===== src/rtl/mcpu_irq_pkg.sv =====
package mcpu_irq_pkg;

    typedef enum logic [2:0] {
        GRP_RAW     = 3'd0,
        GRP_RAW_SET = 3'd1,
        GRP_RAW_CLR = 3'd2,
        GRP_SRC     = 3'd3,
        GRP_EN      = 3'd4,
        GRP_EN_SET  = 3'd5,
        GRP_EN_CLR  = 3'd6
    } grp_e;

    typedef enum logic [1:0] {
        UPD_PLAIN = 2'd0,
        UPD_SET   = 2'd1,
        UPD_CLR   = 2'd2,
        UPD_NONE  = 2'd3
    } upd_e;

    localparam int CPU_FIELD_W = 8;

    typedef struct packed {
        logic                   hit_id;
        logic                   hit_reg;
        grp_e                   grp;
        logic                   word;
        logic [CPU_FIELD_W-1:0] cpu;
    } dec_t;

    function automatic upd_e upd_of(grp_e g);
        case (g)
            GRP_RAW, GRP_EN:         return UPD_PLAIN;
            GRP_RAW_SET, GRP_EN_SET: return UPD_SET;
            GRP_RAW_CLR, GRP_EN_CLR: return UPD_CLR;
            default:                 return UPD_NONE;
        endcase
    endfunction

    function automatic logic [31:0] apply_upd(logic [31:0] cur, logic [31:0] wd, upd_e u);
        case (u)
            UPD_PLAIN: return wd;
            UPD_SET:   return cur | wd;
            UPD_CLR:   return cur & ~wd;
            default:   return cur;
        endcase
    endfunction

    function automatic logic is_raw(grp_e g);
        return (g == GRP_RAW) || (g == GRP_RAW_SET) || (g == GRP_RAW_CLR);
    endfunction

endpackage


===== src/rtl/mcpu_irq_sync.sv =====
module mcpu_irq_sync #(
    parameter int WIDTH  = 4,
    parameter int STAGES = 2
) (
    input  logic             clk,
    input  logic             rst_n,
    input  logic [WIDTH-1:0] async_in,
    output logic [WIDTH-1:0] sync_out
);
    logic [STAGES-1:0][WIDTH-1:0] chain_q;

    for (genvar s = 0; s < STAGES; s++) begin : g_stage
        always_ff @(posedge clk or negedge rst_n) begin
            if (!rst_n) begin
                chain_q[s] <= '0;
            end else if (s == 0) begin
                chain_q[s] <= async_in;
            end else begin
                chain_q[s] <= chain_q[(s > 0) ? s - 1 : 0];
            end
        end
    end

    assign sync_out = chain_q[STAGES-1];
endmodule


===== src/rtl/mcpu_irq_decode.sv =====
module mcpu_irq_decode
    import mcpu_irq_pkg::*;
#(
    parameter int NUM_CPUS = 4,
    parameter int STRIDE   = 8,
    parameter int ADDR_W   = 12
) (
    input  logic [ADDR_W-1:0] addr,
    output dec_t              dec
);
    localparam int GRP_BASE = 8;
    localparam int SPAN     = GRP_BASE + 7 * STRIDE;
    localparam int LOC_W    = $clog2(SPAN);
    localparam int CPUF_W   = ADDR_W - LOC_W;

    logic [LOC_W-1:0]  loc;
    logic [CPUF_W-1:0] cpu_f;
    int unsigned       loc_i;
    int unsigned       gi;
    int unsigned       wi;
    logic              ok;

    assign loc   = addr[LOC_W-1:0];
    assign cpu_f = addr[ADDR_W-1:LOC_W];

    always_comb begin
        dec     = '0;
        loc_i   = 32'(loc);
        gi      = 0;
        wi      = 0;
        ok      = (addr[1:0] == 2'b00) && (32'(cpu_f) < 32'(NUM_CPUS));
        dec.cpu = CPU_FIELD_W'(cpu_f);
        if (ok && loc_i == 0) begin
            dec.hit_id = 1'b1;
        end else if (ok && loc_i >= 32'(GRP_BASE) && loc_i < 32'(SPAN)) begin
            gi = (loc_i - 32'(GRP_BASE)) / 32'(STRIDE);
            wi = ((loc_i - 32'(GRP_BASE)) % 32'(STRIDE)) / 4;
            if (wi < 2) begin
                dec.hit_reg = 1'b1;
                dec.grp     = grp_e'(gi[2:0]);
                dec.word    = wi[0];
            end
        end
    end
endmodule


===== src/rtl/mcpu_irq_ctrl.sv =====
module mcpu_irq_ctrl
    import mcpu_irq_pkg::*;
#(
    parameter int NUM_CPUS     = 4,
    parameter int NUM_DEV      = 4,
    parameter int MBOX_PER_CPU = 2,
    parameter int SYNC_STAGES  = 2,
    parameter int ADDR_W       = 12
) (
    input  logic                clk,
    input  logic                rst_n,
    input  logic [NUM_DEV-1:0]  dev_irq,
    input  logic                bus_sel,
    input  logic                bus_wr,
    input  logic [ADDR_W-1:0]   bus_addr,
    input  logic [31:0]         bus_wdata,
    output logic [31:0]         bus_rdata,
    output logic [NUM_CPUS-1:0] irq_out
);
    localparam int MB_BITS  = NUM_CPUS * MBOX_PER_CPU;
    localparam int SRC_BITS = 32 + MB_BITS;
    localparam int STRIDE   = 8 * (1 + (SRC_BITS - 1) / 64);
    localparam int CPU_IW   = (NUM_CPUS > 1) ? $clog2(NUM_CPUS) : 1;

    typedef struct packed {
        logic [MB_BITS-1:0]               mb_raw;
        logic [MB_BITS-1:0]               mb_en;
        logic [NUM_CPUS-1:0][NUM_DEV-1:0] dev_en;
        logic [NUM_CPUS-1:0]              irq;
        logic [31:0]                      rdata;
    } state_t;

    state_t             st_d, st_q;
    dec_t               dec;
    logic [NUM_DEV-1:0] dev_raw;
    logic [CPU_IW-1:0]  cpu_sel;
    logic [31:0]        raw_w, en_w, rd_val;
    upd_e               upd;
    logic               wr_hit;

    mcpu_irq_sync #(.WIDTH(NUM_DEV), .STAGES(SYNC_STAGES)) u_sync (
        .clk(clk), .rst_n(rst_n), .async_in(dev_irq), .sync_out(dev_raw)
    );

    mcpu_irq_decode #(.NUM_CPUS(NUM_CPUS), .STRIDE(STRIDE), .ADDR_W(ADDR_W)) u_dec (
        .addr(bus_addr), .dec(dec)
    );

    assign cpu_sel = dec.cpu[CPU_IW-1:0];
    assign wr_hit  = bus_sel && bus_wr && dec.hit_reg;

    always_comb begin
        st_d = st_q;
        upd  = upd_of(dec.grp);

        if (dec.word) begin
            raw_w = 32'(st_q.mb_raw);
            en_w  = 32'(st_q.mb_en);
        end else begin
            raw_w = 32'(dev_raw);
            en_w  = 32'(st_q.dev_en[cpu_sel]);
        end

        case (dec.grp)
            GRP_RAW, GRP_RAW_SET, GRP_RAW_CLR: rd_val = raw_w;
            GRP_SRC:                           rd_val = raw_w & en_w;
            GRP_EN, GRP_EN_SET, GRP_EN_CLR:    rd_val = en_w;
            default:                           rd_val = '0;
        endcase

        st_d.rdata = '0;
        if (bus_sel && !bus_wr) begin
            if (dec.hit_id)       st_d.rdata = 32'(SRC_BITS);
            else if (dec.hit_reg) st_d.rdata = rd_val;
        end

        if (wr_hit) begin
            if (dec.word) begin
                if (is_raw(dec.grp))
                    st_d.mb_raw = MB_BITS'(apply_upd(raw_w, bus_wdata, upd));
                else
                    st_d.mb_en = MB_BITS'(apply_upd(en_w, bus_wdata, upd));
            end else if (!is_raw(dec.grp)) begin
                st_d.dev_en[cpu_sel] = NUM_DEV'(apply_upd(en_w, bus_wdata, upd));
            end
        end

        for (int c = 0; c < NUM_CPUS; c++) begin
            st_d.irq[c] = (|(dev_raw & st_q.dev_en[c])) |
                (|(st_q.mb_raw[c*MBOX_PER_CPU +: MBOX_PER_CPU] &
                   st_q.mb_en[c*MBOX_PER_CPU +: MBOX_PER_CPU]));
        end
    end

    always_ff @(posedge clk or negedge rst_n) begin
        if (!rst_n) st_q <= '0;
        else        st_q <= st_d;
    end

    assign bus_rdata = st_q.rdata;
    assign irq_out   = st_q.irq;

    // a raw set-only write on the mailbox word leaves every masked bit at 1
    assert_raw_set_R3: assert property (@(posedge clk) disable iff (!rst_n)
        (wr_hit && dec.word && dec.grp == GRP_RAW_SET) |=>
        ((st_q.mb_raw & $past(bus_wdata[MB_BITS-1:0])) == $past(bus_wdata[MB_BITS-1:0])));

    // a raw clear-only write on the mailbox word leaves every masked bit at 0
    assert_raw_clr_R4: assert property (@(posedge clk) disable iff (!rst_n)
        (wr_hit && dec.word && dec.grp == GRP_RAW_CLR) |=>
        ((st_q.mb_raw & $past(bus_wdata[MB_BITS-1:0])) == '0));

    // with every enable bit clear, no request line is raised on the next edge
    assert_no_enable_quiet_R8: assert property (@(posedge clk) disable iff (!rst_n)
        ((st_q.mb_en == '0) && (st_q.dev_en == '0)) |=> (irq_out == '0));

    // read data stays zero after any cycle without a read request
    assert_rdata_idle_R11: assert property (@(posedge clk) disable iff (!rst_n)
        !(bus_sel && !bus_wr) |=> (bus_rdata == '0));

    // the decoder never reports the identification and a register group at once
    assert_dec_exclusive_R9: assert property (@(posedge clk) disable iff (!rst_n)
        !(dec.hit_id && dec.hit_reg));
endmodule


===== config.mk =====
export PLATFORM = sky130hd
export DESIGN_NAME = mcpu_irq_ctrl
export DESIGN_NICKNAME = d
export VERILOG_FILES = /design/src/rtl/mcpu_irq_pkg.sv /design/src/rtl/mcpu_irq_sync.sv /design/src/rtl/mcpu_irq_decode.sv /design/src/rtl/mcpu_irq_ctrl.sv
export SDC_FILE = /design/constraint.sdc
export NUM_CORES = 1
export LEC_CHECK = 0
export ABC_AREA = 1
export BUFFER_PORTS_ARGS = -buffer_cell sky130_fd_sc_hd__buf_2
export CAP_MARGIN = 0
export CORE_MARGIN = 2
export CORE_UTILIZATION = 57
export CTS_CLUSTER_SIZE = 40
export DETAILED_ROUTE_END_ITERATION = 7
export GPL_TIMING_DRIVEN = 0
export PLACE_DENSITY = 0.95
export SETUP_SLACK_MARGIN = 0.2
export SYNTH_ARGS = -nofsm -noshare
export SYNTH_HDL_FRONTEND = slang
export SYNTH_HIERARCHICAL = 1
export SYNTH_SLANG_ARGS = --single-unit

===== constraint.sdc =====
create_clock -name clk -period 1.7 [get_ports clk]
set_input_delay 0.085 -clock clk [delete_from_list [all_inputs] [get_ports clk]]
set_output_delay 0.085 -clock clk [all_outputs]
set_load 0.05 [all_outputs]

==> metrics.txt, run 1 <==
status finished with violations; violated checks hold timing; global-route wire length before repair 12400 um; detailed-route via count 3043; cell count after synthesis 416; initial core utilization 60.1%; last weighted congestion value of the routability-driven placer 0.922; Max Transition Viols Final 0; area growth from synthesis to final layout 23.0%; CTS tree built; switching power total 669 uW; arrival time at the worst endpoint 1.72 ns; Worst Setup Start Kind input pin; number of global-route vias before repair 2792; H-Tree Level Count 2; endpoint class of the critical path register; average cell area after synthesis 7.52 sq um; die area 6100 sq um; GRT Residual Overflow 0; number of max-cap violations 0; part of the total power dissipated in the clock network 30.7%; CTS buffer count 5; VDD IR-drop max 0.567 mV; Fmax achieved 659 MHz; DRC viols 0; number of filler instances in the final layout 374; switching share of power 28.9%; Ports 88; site row count 26; endpoints failing setup 0; number of cells on the worst reg-to-reg path 8; final HPWL from detailed placement 5290 um; maximum clock insertion buffer count 2; area used by sequential logic in the layout 1300 sq um; number of failing hold endpoints at the final stage 52; worst clock skew 0.0106 ns; Die Span Y 78.1 um; number of nets at the end of the flow 554; largest driver fanout on the critical path 5; combinational group share of total power 15.4%; cell at the root of the clock tree clkbuf_8; netlist area before placement 3130 sq um; Total Wirelength 7870 um; post-layout utilization of the core 73.9%; Antenna Diode Count 0; final hold slack -0.0301 ns; GRT Resource Usage Total 25.8%; setup repair after global routing missed its margin yes; WL per Instance 13.8 um; Max transition margin 27.2%; critical path data required time 1.90 ns; share of post-route cells with drive strength above 1 29.5%; DR iter-0 viols 394; worst-skew pair later-pin latency 0.31 ns; Core Footprint 5200 sq um; Leak Pwr 0.00202 uW; internal power 1650 uW; Chip Width 78.1 um; quantity of I/O buffers inserted on ports 37; Tcrit/Tclk final 89.2%; Power Density 602 nW/um^2; minimum setup slack after placement -0.228 ns; pin slew with the least headroom to its limit 1.09 ns; Reg clk slew, reported paths 0.10 ns; antenna violations before repair 0; type of the most critical hold path in -> async; Yosys Warn Count 6; clock sink count 52; pin count of the biggest net entering global routing 53; routed vias/inst 5.33; time the final worst path needs with I/O delays and setup 1.52 ns; critical path class in -> reg; multi-input logic area 1420 sq um; proportion of power drawn by flip-flops and latches 53.9%; router iterations before antenna repair 6; final worst-path setup slack 0.183 ns; number of routed nets with antenna violations 0
cells in the final DEF (no fill, tap or decap), types with 2 or more instances in the layout:
cell,instances
buf_4,57
inv_2,8
nand2_1,133
nor2_2,3
inv_1,47
o21ai_0,24
conb_1,24
buf_2,36
nand3_4,2
nor3_4,3
clkbuf_8,5
dlygate4sd3_1,4
nand3_1,8
nor2_1,19
o22ai_1,11
nand2_2,5
dfrtp_1,52
a21oi_1,17
nor2_4,8
nand2_4,2
o221ai_1,2
nand3_2,2
inv_6,3
o21ai_1,5
buf_6,6
metal layers:
layer | routed length, um | share of wire, % | GRT usage, %
met1 | 3030 | 38 | 32.2
met2 | 3610 | 46 | 42.0
met3 | 849 | 11 | 5.86
met4 | 378 | 4.8 | 13.7
met5 | 0 | 0 | 0
worst max-delay path, cell delays in order:
cell,delay (ns)
buf_6,0.09
or2_4,0.25
nor2_4,0.14
nand3_4,0.14
nor2_2,0.13
buf_6,0.13
nand2_4,0.06
nand2_8,0.09
inv_6,0.04
nor2_4,0.09
nand2_4,0.11
nor2_4,0.16
inv_2,0.08
nand2_1,0.06
nand2_1,0.05
cell type report:
| type | count | share of cell area, % |
|---|---|---|
| Buffer | 50 | 10.2 |
| Multi-Input combinational cell | 280 | 36.9 |
| Clock inverter | 3 | 0.553 |
| Inverter | 57 | 5.82 |
| Timing Repair Buffer | 54 | 8.56 |
| Sequential cell | 52 | 33.8 |
| Tap cell | 70 | 2.28 |
| Clock buffer | 5 | 1.79 |
per-stage QoR:
step	area, sq um	hold WS (ns)	setup TNS, ns	power, uW	instances
floorplan	3240	-0.211	0	1520	439
finish	3850	-0.0301	0	2320	571
CTS	3750	0.0154	0	2310	566
global placement	3520	0.193	-3.87	1590	546
global route	3850	0.0690	0	2400	571
detailed placement	3520	0.195	-6.78	1600	546
power groups by stage:
stage          combinational (uW)  sequential, uW  clock, uW
2_1_floorplan                 245            1270          0
3_5_place_dp                  324            1270          0
5_1_grt                       380            1250        766
6_report                      357            1250        712
3_3_place_gp                  319            1270          0
4_1_cts                       340            1250        722
final timing paths:
path                                         from                 end  slack, ns
worst max-delay path                 bus_addr[11]            st_q[40]       0.18
worst min-delay path                        rst_n            st_q[48]      -0.03
worst max register to register           st_q[36]            st_q[52]       0.25
worst min register to register  u_sync/chain_q[0]  u_sync/sync_out[0]       0.35
max in group asynchronous                   rst_n            st_q[53]       1.06
min in group clk                     bus_wdata[3]            st_q[63]       0.10
what timing repair did:
action / 4_1_cts / 5_1_grt
pin swaps: 6 / 5
endpoints found under the setup margin: 40 / 37
hold endpoints to repair: 4 / 0
resized for setup: 11 / 21
hold buffers: 4 / 0
gates cloned: 0 / 0
setup buffers: 8 / 5
registers in the layout (all words and copies together), names as in the netlist:
name / flops
st_q: 32
bus_rdata: 8
irq_out: 4
u_sync/chain_q: 4
u_sync/sync_out: 4
No activity file was read; power rests on OpenSTA's default activity.
==> run 2: changes to the inputs <==
Settings changed: PLACE_DENSITY 0.95 to 0.86.
==> run 2 against run 1 <==
- the run still ends with hold timing left
- clock skew about the same
- critical path type unchanged
- routed wire length up 1.1%
- worst setup slack got worse by 0.010 ns
- via count is 1.3% lower
- sequential share of layout area shrank 0.77 points
- first-iteration DRC count is 41% lower
- hold slack gained 0.015 ns
- global-route usage shrank 0.49 points
- count of clock-buffer cells in the layout increased by 2
- combinational power rose by 3%
- design area increased by 2.3%
==> metrics.txt, run 2 (synthesis gave the netlist of run 1 again) <==
site row count 26; DR iter-0 viols 234; switching share of power 27.1%; Chip Width 78.1 um; CTS buffer count 5; final hold slack -0.0151 ns; setup repair after global routing missed its margin yes; global-route wire length before repair 12100 um; endpoint class of the critical path register; pin slew with the least headroom to its limit 1.10 ns; Leak Pwr 0.00206 uW; combinational group share of total power 15.5%; Core Footprint 5200 sq um; CTS tree built; quantity of I/O buffers inserted on ports 37; last weighted congestion value of the routability-driven placer 0.887; Setup TNS 0 ns; Die Span Y 78.1 um; routed vias/inst 5.25; router iterations before antenna repair 5; initial core utilization 60.1%; GRT Residual Overflow 0; switching power total 640 uW; worst-skew pair later-pin latency 0.31 ns; worst clock skew 0.0103 ns; critical path class in -> reg; most common cell after layout, fill and taps aside nand2_1; top library cells by usage in the layout, fill and taps aside 122 x nand2_1, 59 x buf_4, 52 x dfrtp_1; Reg clk slew, reported paths 0.09 ns; clock sink count 52; final HPWL from detailed placement 5240 um; H-Tree Level Count 2; VDD IR-drop max 0.546 mV; Max Transition Viols Final 0; die area 6100 sq um; critical path data required time 1.94 ns; timing startpoint of the critical path bus_addr[4]; post-layout utilization of the core 75.6%; Power Density 601 nW/um^2; time the final worst path needs with I/O delays and setup 1.53 ns; cell at the root of the clock tree clkbuf_8; number of global-route vias before repair 2726; Ports 88; arrival time at the worst endpoint 1.77 ns; part of the total power dissipated in the clock network 31.7%; GRT Resource Usage Total 25.3%; Antenna Diode Count 0; max FFs per register 32; pin count of the biggest net entering global routing 53; startpoint of the lowest-slack register-to-register path st_q[47]; antenna violations before repair 0; multi-input logic area 1480 sq um; share of post-route cells with drive strength above 1 32.9%; Tcrit/Tclk final 89.8%; number of max-cap violations 0; endpoints failing setup 0; area used by sequential logic in the layout 1300 sq um; largest driver fanout on the critical path 5; maximum clock insertion buffer count 2; Max transition margin 26.6%; WL per Instance 13.9 um; DRC viols 0; area growth from synthesis to final layout 25.8%; number of failing hold endpoints at the final stage 52; number of routed nets with antenna violations 0; proportion of power drawn by flip-flops and latches 52.8%; Total Wirelength 7960 um; detailed-route via count 3002; status finished with violations; Worst Setup Start Kind input pin; Fmax achieved 655 MHz; number of filler instances in the final layout 398; type of the most critical hold path in -> async; number of nets at the end of the flow 556; violated checks hold timing; largest register by flop count st_q; internal power 1720 uW
-- run 2: repair_timing --
item	in CTS	in global routing
setup endpoints to repair	35	39
buffers inserted	8	6
cloned	0	1
gates resized for setup	4	54
pin swaps	9	18
hold buffers	4	0
endpoints found under the hold margin	4	0
-- run 2: metrics by stage --
stage                     hold WS, ns  setup slack, ns  cells  area, sq um  power (uW)
after detailed placement        0.195           -0.223    546         3520        1600
after global routing           0.0948           0.0578    572         3940        2440
final                         -0.0151            0.173    572         3940        2360
after global placement          0.194           -0.185    546         3520        1590
after floorplan                -0.211            0.124    439         3240        1520
after CTS                      0.0241            0.194    565         3730        2340
-- run 2: power groups by stage --
stage	clock, uW	combinational (uW)	sequential (uW)
3_3_place_gp	0	317	1270
6_report	748	367	1250
2_1_floorplan	0	245	1270
3_5_place_dp	0	322	1270
4_1_cts	751	336	1250
5_1_grt	801	392	1250
-- run 2: metal layers --
| layer | wire length [um] | global-route usage (%) |
|---|---|---|
| met1 | 3130 | 33.7 |
| met4 | 257 | 10.0 |
| met2 | 3790 | 41.0 |
| met3 | 781 | 5.06 |
| met5 | 0 | 0 |
-- run 2: cell type report --
cell class | count | area share [%]
Multi-Input combinational cell | 280 | 37.6
Tap cell | 70 | 2.23
Sequential cell | 52 | 33.1
Inverter | 57 | 5.63
Buffer | 50 | 9.92
Clock buffer | 7 | 2.45
Timing Repair Buffer | 56 | 9.09
-- run 2: path summary, 6_finish.rpt --
| check | endpoint | slack [ns] | depth (start not counted) |
|---|---|---|---|
| worst max-delay path | st_q[54] | 0.17 | 15 |
| worst min-delay path | st_q[52] | -0.02 | 1 |
| worst max register to register | st_q[43] | 0.38 | 10 |
| worst min register to register | u_sync/sync_out[3] | 0.35 | 0 |
| max in group asynchronous | st_q[62] | 1.05 | 1 |
| min in group clk | st_q[63] | 0.12 | 3 |
-- run 2: worst max-delay path, stage by stage --
cell     delay (ns)
buf_2          0.13
inv_2          0.08
ha_4           0.14
nand2_4        0.05
nand3_4        0.07
nand3_4        0.14
nor2_4         0.14
buf_6          0.12
nand2_4        0.06
nand2_8        0.08
inv_6          0.04
nor3_4         0.30
buf_6          0.20
nand2_2        0.06
nand2_1        0.07
